[src/rtl/cbc_pkg.sv]
package cbc_pkg;

   localparam int CHR_WIN = 8;

   localparam logic [3:0] OFS_PRG   = 4'h8;
   localparam logic [3:0] OFS_MIR   = 4'h9;
   localparam logic [3:0] OFS_TMR_A = 4'hA;
   localparam logic [3:0] OFS_TMR_B = 4'hB;
   localparam logic [3:0] OFS_TMR_C = 4'hC;
   localparam logic [3:0] OFS_SER   = 4'hD;

   typedef enum logic [1:0] {
      MIR_VERT   = 2'd0,
      MIR_HORZ   = 2'd1,
      MIR_ONE_LO = 2'd2,
      MIR_ONE_HI = 2'd3
   } mirror_e;

   typedef struct packed {
      logic       chr_we;
      logic [2:0] chr_idx;
      logic       prg_we;
      logic       mir_we;
      logic       ser_we;
      logic [2:0] tmr_we;
   } wr_cmd_t;

endpackage

[src/rtl/cbc_decode.sv]
module cbc_decode
   import cbc_pkg::*;
(
   input  logic        win_sel_i,
   input  logic [15:0] cpu_addr_i,
   input  logic        cpu_wr_i,
   input  logic        cpu_rd_i,
   output wr_cmd_t     cmd_o,
   output logic        ser_rd_hit_o
);

   logic       lo_win;
   logic       hi_win;
   logic       wr_hit;
   logic [3:0] ofs;
   logic [8:0] unused_mid_bits;

   assign lo_win = (cpu_addr_i[15:13] == 3'b011);
   assign hi_win = cpu_addr_i[15];
   assign wr_hit = cpu_wr_i & (win_sel_i ? hi_win : lo_win);
   assign ofs    = cpu_addr_i[3:0];
   assign unused_mid_bits = cpu_addr_i[12:4];

   always_comb begin
      cmd_o         = '0;
      cmd_o.chr_idx = ofs[2:0];
      if (wr_hit) begin
         cmd_o.chr_we    = ~ofs[3];
         cmd_o.prg_we    = (ofs == OFS_PRG);
         cmd_o.mir_we    = (ofs == OFS_MIR);
         cmd_o.ser_we    = win_sel_i & (ofs == OFS_SER);
         cmd_o.tmr_we[0] = (ofs == OFS_TMR_A);
         cmd_o.tmr_we[1] = (ofs == OFS_TMR_B);
         cmd_o.tmr_we[2] = (ofs == OFS_TMR_C);
      end
   end

   assign ser_rd_hit_o = cpu_rd_i & win_sel_i & lo_win;

endmodule

[src/rtl/cbc_regs.sv]
module cbc_regs
   import cbc_pkg::*;
#(
   parameter int CHR_BW    = 8,
   parameter int PRG_BW    = 4,
   parameter bit SERIAL_EN = 1'b1
) (
   input  logic                           clk_i,
   input  logic                           rst_ni,
   input  wr_cmd_t                        cmd_i,
   input  logic [7:0]                     wdata_i,
   output logic [CHR_WIN-1:0][CHR_BW-1:0] chr_bank_o,
   output logic [PRG_BW-1:0]              prg_bank_o,
   output mirror_e                        mirror_o,
   output logic [2:0]                     ser_pins_o
);

   for (genvar w = 0; w < CHR_WIN; w++) begin : g_chr
      always_ff @(posedge clk_i or negedge rst_ni) begin
         if (!rst_ni) begin
            chr_bank_o[w] <= '0;
         end else if (cmd_i.chr_we && (cmd_i.chr_idx == 3'(w))) begin
            chr_bank_o[w] <= wdata_i[CHR_BW-1:0];
         end
      end
   end

   always_ff @(posedge clk_i or negedge rst_ni) begin
      if (!rst_ni) begin
         prg_bank_o <= '0;
      end else if (cmd_i.prg_we) begin
         prg_bank_o <= wdata_i[PRG_BW-1:0];
      end
   end

   always_ff @(posedge clk_i or negedge rst_ni) begin
      if (!rst_ni) begin
         mirror_o <= MIR_VERT;
      end else if (cmd_i.mir_we) begin
         mirror_o <= mirror_e'(wdata_i[1:0]);
      end
   end

   if (SERIAL_EN) begin : g_ser
      always_ff @(posedge clk_i or negedge rst_ni) begin
         if (!rst_ni) begin
            ser_pins_o <= '0;
         end else if (cmd_i.ser_we) begin
            ser_pins_o <= wdata_i[7:5];
         end
      end
   end else begin : g_no_ser
      logic unused_ser_we;
      assign unused_ser_we = cmd_i.ser_we;
      assign ser_pins_o    = '0;
   end

endmodule

[src/rtl/cbc_xlat.sv]
module cbc_xlat
   import cbc_pkg::*;
#(
   parameter int PRG_BANKS = 16,
   parameter int CHR_BW    = 8,
   parameter int PRG_BW    = 4,
   localparam int PRG_AW   = PRG_BW + 14,
   localparam int CHR_AW   = CHR_BW + 10
) (
   input  logic [CHR_WIN-1:0][CHR_BW-1:0] chr_bank_i,
   input  logic [PRG_BW-1:0]              prg_bank_i,
   input  mirror_e                        mirror_i,
   input  logic [15:0]                    cpu_addr_i,
   input  logic [13:0]                    ppu_addr_i,
   output logic [PRG_AW-1:0]              prg_addr_o,
   output logic [CHR_AW-1:0]              chr_addr_o,
   output logic                           nt_page_o
);

   localparam logic [PRG_BW-1:0] LAST_BANK = PRG_BW'(PRG_BANKS - 1);

   logic [PRG_BW-1:0] prg_sel;
   logic [2:0]        chr_win;
   logic [1:0]        unused_hi;

   assign unused_hi = {cpu_addr_i[15], ppu_addr_i[13]};

   assign prg_sel    = cpu_addr_i[14] ? LAST_BANK : prg_bank_i;
   assign prg_addr_o = {prg_sel, cpu_addr_i[13:0]};

   assign chr_win    = ppu_addr_i[12:10];
   assign chr_addr_o = {chr_bank_i[chr_win], ppu_addr_i[9:0]};

   always_comb begin
      unique case (mirror_i)
         MIR_VERT:   nt_page_o = ppu_addr_i[10];
         MIR_HORZ:   nt_page_o = ppu_addr_i[11];
         MIR_ONE_LO: nt_page_o = 1'b0;
         MIR_ONE_HI: nt_page_o = 1'b1;
         default:    nt_page_o = 1'b0;
      endcase
   end

endmodule

[src/rtl/cart_bank_ctrl.sv]
module cart_bank_ctrl
   import cbc_pkg::*;
#(
   parameter int PRG_BANKS = 16,
   parameter int CHR_BANKS = 256,
   parameter bit SERIAL_EN = 1'b1,
   localparam int PRG_BW   = $clog2(PRG_BANKS),
   localparam int CHR_BW   = $clog2(CHR_BANKS),
   localparam int PRG_AW   = PRG_BW + 14,
   localparam int CHR_AW   = CHR_BW + 10
) (
   input  logic              clk_i,
   input  logic              rst_ni,
   input  logic              win_sel_i,
   input  logic [15:0]       cpu_addr_i,
   input  logic [7:0]        cpu_data_i,
   input  logic              cpu_wr_i,
   input  logic              cpu_rd_i,
   output logic [7:0]        cpu_data_o,
   output logic [7:0]        cpu_data_oe_o,
   output logic [PRG_AW-1:0] prg_addr_o,
   input  logic [13:0]       ppu_addr_i,
   output logic [CHR_AW-1:0] chr_addr_o,
   output logic              nt_page_o,
   output logic              ser_scl_o,
   output logic              ser_sda_o,
   output logic              ser_rd_en_o,
   input  logic              ser_din_i,
   output logic [2:0]        tmr_wr_o,
   output logic [7:0]        tmr_data_o
);

   if (PRG_BANKS < 2 || PRG_BANKS > 16 || (1 << PRG_BW) != PRG_BANKS) begin : g_bad_prg
      $error("PRG_BANKS must be a power of two from 2 to 16");
   end
   if (CHR_BANKS < 2 || CHR_BANKS > 256 || (1 << CHR_BW) != CHR_BANKS) begin : g_bad_chr
      $error("CHR_BANKS must be a power of two from 2 to 256");
   end

   wr_cmd_t                        cmd;
   logic                           ser_rd_hit;
   logic [CHR_WIN-1:0][CHR_BW-1:0] chr_bank;
   logic [PRG_BW-1:0]              prg_bank;
   mirror_e                        mirror;
   logic [2:0]                     ser_pins;

   cbc_decode u_decode (
      .win_sel_i    (win_sel_i),
      .cpu_addr_i   (cpu_addr_i),
      .cpu_wr_i     (cpu_wr_i),
      .cpu_rd_i     (cpu_rd_i),
      .cmd_o        (cmd),
      .ser_rd_hit_o (ser_rd_hit)
   );

   cbc_regs #(
      .CHR_BW    (CHR_BW),
      .PRG_BW    (PRG_BW),
      .SERIAL_EN (SERIAL_EN)
   ) u_regs (
      .clk_i      (clk_i),
      .rst_ni     (rst_ni),
      .cmd_i      (cmd),
      .wdata_i    (cpu_data_i),
      .chr_bank_o (chr_bank),
      .prg_bank_o (prg_bank),
      .mirror_o   (mirror),
      .ser_pins_o (ser_pins)
   );

   cbc_xlat #(
      .PRG_BANKS (PRG_BANKS),
      .CHR_BW    (CHR_BW),
      .PRG_BW    (PRG_BW)
   ) u_xlat (
      .chr_bank_i (chr_bank),
      .prg_bank_i (prg_bank),
      .mirror_i   (mirror),
      .cpu_addr_i (cpu_addr_i),
      .ppu_addr_i (ppu_addr_i),
      .prg_addr_o (prg_addr_o),
      .chr_addr_o (chr_addr_o),
      .nt_page_o  (nt_page_o)
   );

   assign ser_scl_o   = ser_pins[0];
   assign ser_sda_o   = ser_pins[1];
   assign ser_rd_en_o = ser_pins[2];

   if (SERIAL_EN) begin : g_rd
      assign cpu_data_oe_o = ser_rd_hit ? 8'h10 : 8'h00;
      assign cpu_data_o    = ser_rd_hit ? {3'b000, ser_din_i, 4'b0000} : 8'h00;
   end else begin : g_no_rd
      logic unused_rd;
      assign unused_rd     = ser_rd_hit ^ ser_din_i;
      assign cpu_data_oe_o = 8'h00;
      assign cpu_data_o    = 8'h00;
   end

   assign tmr_wr_o   = cmd.tmr_we;
   assign tmr_data_o = cpu_data_i;

endmodule

[config.mk]
export PLATFORM = sky130hd
export DESIGN_NAME = cart_bank_ctrl
export DESIGN_NICKNAME = d
export VERILOG_FILES = /design/src/rtl/cbc_pkg.sv /design/src/rtl/cbc_decode.sv /design/src/rtl/cbc_regs.sv /design/src/rtl/cbc_xlat.sv /design/src/rtl/cart_bank_ctrl.sv
export SDC_FILE = /design/constraint.sdc
export NUM_CORES = 1
export LEC_CHECK = 0
export BUFFER_PORTS_ARGS = -buffer_cell sky130_fd_sc_hd__buf_2
export CORE_MARGIN = 4
export CORE_UTILIZATION = 30
export CTS_CLUSTER_SIZE = 40
export DETAILED_ROUTE_END_ITERATION = 12
export GPL_TIMING_DRIVEN = 0
export HOLD_SLACK_MARGIN = 0.1
export PLACE_DENSITY = 0.55
export SYNTH_ARGS = -nofsm -noshare
export SYNTH_HDL_FRONTEND = slang
export SYNTH_SLANG_ARGS = --single-unit
[constraint.sdc]
create_clock -name clk_i -period 1.9 [get_ports clk_i]
set_clock_uncertainty 0.15 [all_clocks]
set_input_delay 0.095 -clock clk_i [delete_from_list [all_inputs] [get_ports clk_i]]
set_output_delay 0.095 -clock clk_i [all_outputs]
set_load 0.02 [all_outputs]
==> flow_summary.yaml <==
outcome:
  status: "complete, no violations"
cells_and_area:
  final_common_cell: "dfrtp_1"
  synthToLayoutAreaGrowth_pct: 26.5
  drive_above_1_share: 0.667
  fin_util: 0.391
  final_nets: 419
  final_cell_mix: "dfrtp_1 (73), buf_2 (68), mux2_2 (68)"
  antenna_cells: 0
timing:
  slew_violations: 0
  max_freq_mhz: 538
  fin_crit_ns: 1.86
  tightest_slew_ns: 1.04
  rsz0062_at_grt: "yes"
  fin_tns_setup_ns: 0
  setup_viol: 0
  max_slew_margin: 0.299
  fin_crit_sh: 0.978
  hold_viol: 0
clock_network:
  ctsHtreeMaxLevel: 3
  cts_made_buffers: 9
  clock-sinks: 73
  clock_path_buffers: 2
  clkLatencyLatePin_ns: 0.33
  cts-root-buf: "clkbuf_16"
  cts.clk_slew.worst_paths_ns: 0.05
  cts_tree: "built"
  postCtsSetupBuffers: 0
power:
  seq_power_share: 0.435
  ir_drop_uv: 467
  netSwitchingFraction: 0.253
  p_clk_frac: 0.347
  p_int_mw: 3.27
  p_leak_nw: 2.41
  power_density_mw_per_mm2: 878
  p_comb_frac: 0.218
  switching_power_mw: 1.11
die:
  die-area_mm2: 0.0151
  core_area_mm2: 0.0128
  die_w_um: 123
  top_level_ports: 111
  die_height_um: 123
  start_util: 0.309
  std_cell_rows: 41
setup_path:
  end_kind: "primary output"
  slowest_delay_ns: 0.48
  crit_fanout: 2
  critical-path-slowest-cell: "mux4_2"
  rrSetupSlack_ns: 0.99
  cp_data_arrival_time_ns: 1.61
  r2r_end: "u_regs.ser_pins_o[0]$_DFFE_PN0P_"
  criticalPathCategory: "reg -> out"
  reg2reg_depth: 1
  crit_path_start: "u_regs.chr_bank_o[62]$_DFFE_PN0P_"
  rr_startpoint: "u_regs.ser_pins_o[0]$_DFFE_PN0P_"
  crit_path_start_kind: "register"
  crit_chain: "mux4_2 > mux2_4 > buf_4"
  critical_path_required_ns: 1.65
logic_synthesis:
  yosysSeqAreaShare: 0.463
  syn_inst: 272
  ys_types: 29
  synth_adder_area_share: 0
  postSynthAreaPerCell_um2: 14.5
  synth_top_family_by_area: "multiplexers"
  synth_area_mm2: 0.00395
  synth.area.mux_share: 0.330
  ys_warn_count: 0
  synth-seq-cells: 73
  synthSimpleGateAreaFrac: 0.0438
  synth_xor_area_frac: 0
  synth_compound_area_frac: 0.0457
global_route:
  first_global_vias: 2408
  grt_max_degree: 69
  overflow: 0
  antenna_found_initial: 0
  grt_util_all_layers: 0.118
  grt_pass1_wl_um: 13300
route:
  via_per_inst: 4.46
  drc: 0
  ant_nets: 0
  drtPass1Iterations: 4
  drt_wl_total_um: 8590
  wl_per_cell_um: 15.6
  vias: 2451
  first_iter_violations: 78
min_path:
  min-delay-start: "cpu_data_i[1]"
  holdPathStages: 2
  holdPathEnd: "u_regs.chr_bank_o[57]$_DFFE_PN0P_"
  hp-class: "in -> reg"
place:
  hpwlAfterDp_um: 5960
  place.gp.congestion: 0.702
  io_buffer_count: 70
run:
  cap_violations: 0
-- routing by layer --
metal / track usage / up-vias / routed length [um]
li1: - / 1142 / -
met1: 0.157 / 1216 / 3890
met2: 0.184 / 83 / 4040
met3: 0.0406 / 10 / 585
met4: 0.0294 / 0 / 75
met5: 0 / - / 0
-- per-stage QoR --
stage | worst slack, ns | total power [mW] | hold WS [ns] | cell area, um2 | std cells
6_report | 0.0425 | 4.38 | 0.153 | 4990 | 550
5_1_grt | -0.00673 | 4.61 | 0.188 | 4990 | 550
4_1_cts | 0.00549 | 4.40 | 0.155 | 4940 | 550
3_5_place_dp | -0.394 | 2.84 | -0.226 | 4590 | 528
3_3_place_gp | -0.425 | 2.81 | 0.260 | 4560 | 527
2_1_floorplan | 0.183 | 2.57 | -0.351 | 4000 | 285
-- critical path, delay by kind of cell, from the launching register on --
kind | cells | cell delay, ns
muxes | 2 | 0.76
DFF | 1 | 0.37
buffers and inverters | 1 | 0.16
-- synth_stat cells, drive strengths merged --
cell type / number / area share
clkbuf: 2 / 0.0019
nand2b: 4 / 0.0063
a2111o: 2 / 0.0057
nor2: 1 / 0.00095
nand4b: 1 / 0.0022
a211o: 2 / 0.0044
nor4: 4 / 0.0063
nand2: 3 / 0.0029
mux4: 16 / 0.091
o21ai: 2 / 0.0025
inv: 1 / 0.00095
mux2: 81 / 0.24
a2111oi: 4 / 0.025
nand3b: 1 / 0.0019
conb: 1 / 0.00095
or2: 5 / 0.0079
buf: 62 / 0.11
nand4: 1 / 0.0016
a211oi: 2 / 0.0082
nand4bb: 1 / 0.0070
dfrtp: 73 / 0.46
and2: 2 / 0.0032
or4b: 1 / 0.0035
-- power by group through the flow --
stage,Clock (mW),Combinational (mW),Sequential (mW)
finish,1.52,0.953,1.91
global route,1.64,1.04,1.93
CTS,1.56,0.928,1.91
detailed placement,0,0.910,1.93
global placement,0,0.885,1.92
floorplan,0,0.662,1.91
-- worst max-delay path by stage --
stage,depth (start not counted),to,slack (ns)
5_1_grt,3,chr_addr_o[14],-0.007
2_1_floorplan,4,chr_addr_o[10],0.18
3_5_place_dp,5,chr_addr_o[17],-0.39
4_1_cts,3,chr_addr_o[12],0.005
6_report,3,chr_addr_o[16],0.04
3_3_place_gp,5,chr_addr_o[16],-0.42
-- registers in the layout (all words and copies together) (netlist names) --
signal and flops:
u_regs.chr_bank_o 64, u_regs.prg_bank_o 4, u_regs.ser_pins_o 3, u_regs.mirror_o 2
-- kinds of logic after synthesis --
family          Yosys count
other cells               1
flops                    73
mux                      97
compound gates           12
simple gates             24
buf+inv                  65
-- cell type report --
type                    instances  area (um2)
plain buffers                  64         468
clock buffers                  14         264
fillers                      1241        7780
inverters                       1        3.75
multi-input cells             147        1730
flip-flops and latches         73        1830
well taps                     172         215
repair buffers                 79         488
-- repair_timing --
action                                  4_1_cts  5_1_grt
endpoints found under the setup margin        9        8
gates resized for setup                       4       15
hold buffers                                  8        0
hold endpoints to repair                    126        0
cloned                                        0        0
(Power assumes the default switching activity.)
